==> src/rtl/prime_stride_agu.sv <==
module prime_stride_agu #(
  parameter int AW    = 24,
  parameter int LANES = 16,
  parameter int MODS  = 17,
  parameter int CW    = 16
) (
  input  logic                 clk,
  input  logic                 rst_n,
  input  logic                 start,
  input  logic [AW-1:0]        base,
  input  logic [AW-1:0]        stride,
  input  logic [CW-1:0]        count,
  output logic                 busy,
  output logic                 done,
  output logic                 err,
  output logic                 grp_valid,
  input  logic                 grp_ready,
  output logic [LANES-1:0]     lane_mask,
  output logic [LANES*$clog2(MODS)-1:0] lane_mod,
  output logic [LANES*$clog2(((2**AW)-1)/MODS+1)-1:0] lane_off,
  output logic                 conflict
);
  localparam int MW  = $clog2(MODS);
  localparam int OW  = $clog2(((2**AW)-1)/MODS+1);
  localparam int SW  = AW + 2;
  localparam int BCW = $clog2(AW);
  localparam logic [MW:0] MODV = (MW+1)'(MODS);

  typedef enum logic [1:0] {S_IDLE, S_DIVB, S_DIVS, S_RUN} st_t;

  st_t                  st;
  logic [AW-1:0]        dv, smg;
  logic [MW-1:0]        rm, cur_m, stp_r;
  logic [BCW-1:0]       bc;
  logic signed [SW-1:0] cur_o, stp_q;
  logic [CW-1:0]        left;
  logic                 neg_s, err_q, done_q;

  logic [MW:0]          dtry;
  logic                 dge;
  logic [MW-1:0]        rm_n;
  logic [AW-1:0]        dq;
  logic signed [SW-1:0] dqx;

  assign dtry = {rm, dv[AW-1]};
  assign dge  = dtry >= MODV;
  assign rm_n = dge ? MW'(dtry - MODV) : dtry[MW-1:0];
  assign dq   = {dv[AW-2:0], dge};
  assign dqx  = {{(SW-AW){1'b0}}, dq};

  logic [MW-1:0]        lm   [LANES+1];
  logic signed [SW-1:0] lo   [LANES+1];
  logic [MODS-1:0]      used [LANES+1];
  logic [LANES-1:0]     hit, negv;

  assign lm[0]   = cur_m;
  assign lo[0]   = cur_o;
  assign used[0] = '0;

  for (genvar k = 0; k < LANES; k++) begin : g_lane
    logic [MW:0] sm;
    logic        wrap;
    assign sm         = {1'b0, lm[k]} + {1'b0, stp_r};
    assign wrap       = sm >= MODV;
    assign lm[k+1]    = wrap ? MW'(sm - MODV) : sm[MW-1:0];
    assign lo[k+1]    = lo[k] + stp_q + {{(SW-1){1'b0}}, wrap};
    assign lane_mask[k] = left > CW'(k);
    assign negv[k]    = lo[k][SW-1];
    assign hit[k]     = lane_mask[k] & used[k][lm[k]];
    assign used[k+1]  = used[k] | (lane_mask[k] ? (MODS'(1) << lm[k]) : '0);
    assign lane_mod[k*MW +: MW] = lm[k];
    assign lane_off[k*OW +: OW] = lo[k][OW-1:0];
  end

  logic bad;
  assign bad       = |(lane_mask & negv);
  assign conflict  = |hit;
  assign grp_valid = (st == S_RUN) && !bad;
  assign busy      = st != S_IDLE;
  assign done      = done_q;
  assign err       = err_q;

  always_ff @(posedge clk or negedge rst_n) begin
    if (!rst_n) begin
      st     <= S_IDLE;
      dv     <= '0;
      smg    <= '0;
      rm     <= '0;
      bc     <= '0;
      cur_m  <= '0;
      cur_o  <= '0;
      stp_r  <= '0;
      stp_q  <= '0;
      left   <= '0;
      neg_s  <= 1'b0;
      err_q  <= 1'b0;
      done_q <= 1'b0;
    end else begin
      done_q <= 1'b0;
      case (st)
        S_IDLE: if (start) begin
          err_q <= 1'b0;
          if (count == '0) done_q <= 1'b1;
          else begin
            dv    <= base;
            smg   <= stride[AW-1] ? -stride : stride;
            neg_s <= stride[AW-1];
            rm    <= '0;
            bc    <= '0;
            left  <= count;
            st    <= S_DIVB;
          end
        end
        S_DIVB: begin
          dv <= dq;
          rm <= rm_n;
          bc <= bc + 1'b1;
          if (bc == BCW'(AW-1)) begin
            cur_m <= rm_n;
            cur_o <= dqx;
            dv    <= smg;
            rm    <= '0;
            bc    <= '0;
            st    <= S_DIVS;
          end
        end
        S_DIVS: begin
          dv <= dq;
          rm <= rm_n;
          bc <= bc + 1'b1;
          if (bc == BCW'(AW-1)) begin
            if (!neg_s) begin
              stp_r <= rm_n;
              stp_q <= dqx;
            end else if (rm_n == '0) begin
              stp_r <= '0;
              stp_q <= -dqx;
            end else begin
              stp_r <= MW'(MODV - {1'b0, rm_n});
              stp_q <= ~dqx;
            end
            st <= S_RUN;
          end
        end
        S_RUN: begin
          if (bad) begin
            err_q  <= 1'b1;
            done_q <= 1'b1;
            st     <= S_IDLE;
          end else if (grp_ready) begin
            if (left <= CW'(LANES)) begin
              done_q <= 1'b1;
              st     <= S_IDLE;
            end else begin
              left  <= left - CW'(LANES);
              cur_m <= lm[LANES];
              cur_o <= lo[LANES];
            end
          end
        end
        default: st <= S_IDLE;
      endcase
    end
  end
endmodule


==> config.mk <==
export PLATFORM = sky130hd
export DESIGN_NAME = prime_stride_agu
export DESIGN_NICKNAME = d
export VERILOG_FILES = /design/src/rtl/prime_stride_agu.sv
export SDC_FILE = /design/constraint.sdc
export NUM_CORES = 2
export LEC_CHECK = 0
export CAP_MARGIN = 40
export CORE_UTILIZATION = 50
export CTS_CLUSTER_SIZE = 30
export DETAILED_ROUTE_END_ITERATION = 7
export PLACE_DENSITY = 0.77
export SLEW_MARGIN = 30
export SYNTH_ARGS = -nofsm -noshare
export SYNTH_HDL_FRONTEND = slang
export SYNTH_SLANG_ARGS = --single-unit
==> constraint.sdc <==
create_clock -name clk -period 55.6 [get_ports clk]
set_clock_uncertainty 0.15 [all_clocks]
set_input_delay 11.12 -clock clk [delete_from_list [all_inputs] [get_ports clk]]
set_output_delay 11.12 -clock clk [all_outputs]
set_load 0.02 [all_outputs]
==> results by group <==
Global routing
  • Largest net degree at the start of global routing: 76
  • Remaining Overflow, GRT: 0
  • Antenna violations before repair: 0
  • Wire length of the first global-routing pass: roughly 210000 um
  • Vias in the first global route: roughly 37000
  • Total GRT Usage: between 30 and 40%

Worst setup path
  • Most used cell, CP: ha_1
  • Critical path arrival: approximately 41 ns
  • Critical Path Max Stage Delay: just under 0.7 ns
  • Slowest cell on crit path: clkdlybuf4s50_1
  • Critical path launch point type: flop
  • CP Max Fanout: 17
  • Critical path type: flop to primary output
  • CP endpoint kind: primary output
  • Critical Path RT: between 40 and 50 ns

Cells and area
  • # diodes: 0
  • Ratio of cells with drive above 1 in the final layout: 3.816%
  • Nets: 5920
  • Final Util: 60.43%
  • Layout area overhead: 19.13%

Floorplan
  • Starting Density: about half
  • Core area: about 70000 um2
  • Die W: about 270 um
  • Die Y: 269.0 um
  • Die area: 72370 um2
  • Boundary Pins: slightly below 500
  • Row count: slightly below 100

Clock tree
  • CTS Buf Count: 17
  • CTS tree: built
  • Buffers inserted by post-CTS timing repair: 0
  • Worst-Skew Late Latency: about 0.43 ns
  • Post-CTS sizing: 0
  • CTS clk-pin slew, worst paths: roughly 0.06 ns
  • H-tree depth reported by CTS: 4
  • Root Driver: clkbuf_16
  • CTS sink count: approximately 140
  • Max Buffers Root-to-Sink: 2
  • Hold buffer count at cts: 0

Timing
  • Final setup fails: 0
  • Fin. Hold Viols: 0
  • Sum Neg Setup Slack: 0 ns
  • Upper clock frequency limit: between 15 and 20 MHz
  • Post-layout minimum cycle time: ~52 ns
  • RSZ-0062 raised after global routing: no
  • Fin crit share: between 90% and 100%
  • Final Max Slew Viols: 0
  • Worst Max-Slew Pin Slew: approximately 0.97 ns
  • Slew HR: 33.84%

Route
  • Routed via count: 39600
  • DRT Pass-1 Iters: 8
  • Final ANT Viol Nets: 0
  • Routed met2 length: between 60000 and 70000 um
  • DRT iter0 DRCs: 3569
  • WL final: 142200 um
  • Top sig layer: met4
  • Met3 Wirelength: about 15000 um
  • Vias per std cell: between 6 and 7
  • Avg WL per Cell: between 20 and 25 um
  • DRC errors left: 11
  • Met1 WL: 55110 um

Synth
  • Syn. warnings: 0
  • Distinct cells, synth: between 100 and 150
  • Synth top area share: between 10% and 20%
  • Post-synth EDFFs: 0
  • Cell count after synthesis: 4821
  • Mapped Nets: between 5000 and 6000
  • Seq/Total Area, Yosys: about a tenth
  • Yosys reg bits: around 140
  • Ys async rst share: 100.0%
  • Cell Area, Synth: around 36000 um2
  • Synth top area cells: ha_1, dfrtp_1, xnor2_1, a21oi_1, nor2_1
  • Main synth FF type: dfrtp_1
  • Syn Area/Cell: 7.394 um2
  • Most area-hungry cell type in the Yosys netlist: ha_1

Placed design
  • Port bufs: between 400 and 500
  • HPWL after DPL: around 120000 um
  • Routability congestion estimate: 1.033

Run
  • Max-Cap Viols: 0

Hold path
  • Min-Delay Path Class: flop to flop

Outcome
  • Failing checks: design-rule violations
  • Status: finished with violations
registers in the layout (all words and copies together) (netlist names):
signal and cells:
cur_o 26, stp_q 26, dv 24, smg 24, left 16, bc 5, cur_m 5, rm 5
stp_r 5, st 2, done 1, err 1, neg_s 1
critical path, delay by kind of cell (launching register included):
family                     cells  cell delay, ns
AOI/OAI and AO/OA             47           14.92
and+or+nand+nor               27            4.84
adders and majority gates     25            9.56
buffers and inverters         20            5.37
xor gates and xnor gates      18            5.17
DFF                            1            0.60
routing by layer:
metal  GRT usage [%]  vias to the layer above
li1                -                    18860
met1           45.02                    18470
met2           62.25                     1856
met3           11.25                      415
met4           18.00                        0
met5               0                        -
per-stage QoR:
step / std cells / hold slack [ns] / setup WS, ns / cell area (um2)
after floorplan: 4821 / 0.3144 / 6.201 / 35650
after global placement: 6178 / 0.3330 / 4.228 / 41580
after detailed placement: 6188 / 0.3483 / 3.387 / 41690
after CTS: 6219 / 0.3613 / 2.727 / 42320
after global routing: 6233 / 0.3974 / 0.07680 / 42470
final: 6233 / 0.3591 / 3.366 / 42470
cells in the final DEF, fill, tap and decap left out, drive strengths merged, types with 19 or more instances in the layout:
master and count:
nor3 149, a211oi 51, o2111ai 23, a21o 117, dfrtp 141, a31oi 47
or4 19, o221ai 26, a21oi 478, o211ai 36, nand3 130, o21a 70
o21ai 283, nand2b 59, a211o 23, clkbuf 22, and3 31, nor2 456
and2 34, mux2i 21, or2 40, o31ai 50, nand4 37, clkdlybuf4s50 487
ha 523, nand2 377, a222oi 19, inv 257, o21bai 105, fa 48
or3 40, nor4 46, nor2b 64, a21boi 28, xor2 149, a221oi 22
xnor2 358, o22ai 89, buf 74
Yosys cell counts, drive strengths merged (23+ instances only):
cell,instances
a211o,23
or2,40
nand2,377
a21boi,28
and2,34
xor2,149
o221ai,26
nand2b,59
o22ai,89
a21oi,478
o31ai,50
o21a,70
o2111ai,23
nor4,46
fa,48
o21ai,283
xnor2,358
nor2,456
nand3,130
a211oi,51
clkbuf,93
o21bai,105
a31oi,47
ha,523
or3,40
inv,251
nand4,37
a21o,117
and3,31
nor3,149
nor2b,64
buf,33
dfrtp,141
o211ai,36
worst paths after layout:
path	start	end	slack, ns	cells after the start
min	bc[1]	bc[1]	0.36	2
min reg2reg	bc[1]	bc[1]	0.36	2
max	cur_m[0]	grp_valid	3.37	137
max in group asynchronous	rst_n	bc[4]	43.52	3
min in group asynchronous	rst_n	smg[5]	10.56	1
max reg2reg	cur_m[0]	cur_o[24]	12.93	149
logic make-up after synthesis:
group | after synthesis | synth area share [%]
mux | 33 | 0.9687
fa+ha+maj | 573 | 21.11
xor+xnor | 513 | 12.94
flops | 141 | 9.898
buf+inv | 383 | 4.293
compound gates | 1618 | 29.67
simple gates | 1560 | 21.12
layout make-up:
cell class                      count  area, um2
Sequential cell                   141       3531
Timing Repair Buffer              567       5522
Fill cell                        6478      27810
Clock buffer                       17      425.4
Clock inverter                     14      206.4
Inverter                          257      964.7
Multi-Input combinational cell   4297      30640
Tap cell                          940       1176
Power is left out: the tool's default activity adds up to more than one toggle a clock period on the data nets, which glitch-free logic cannot reach.
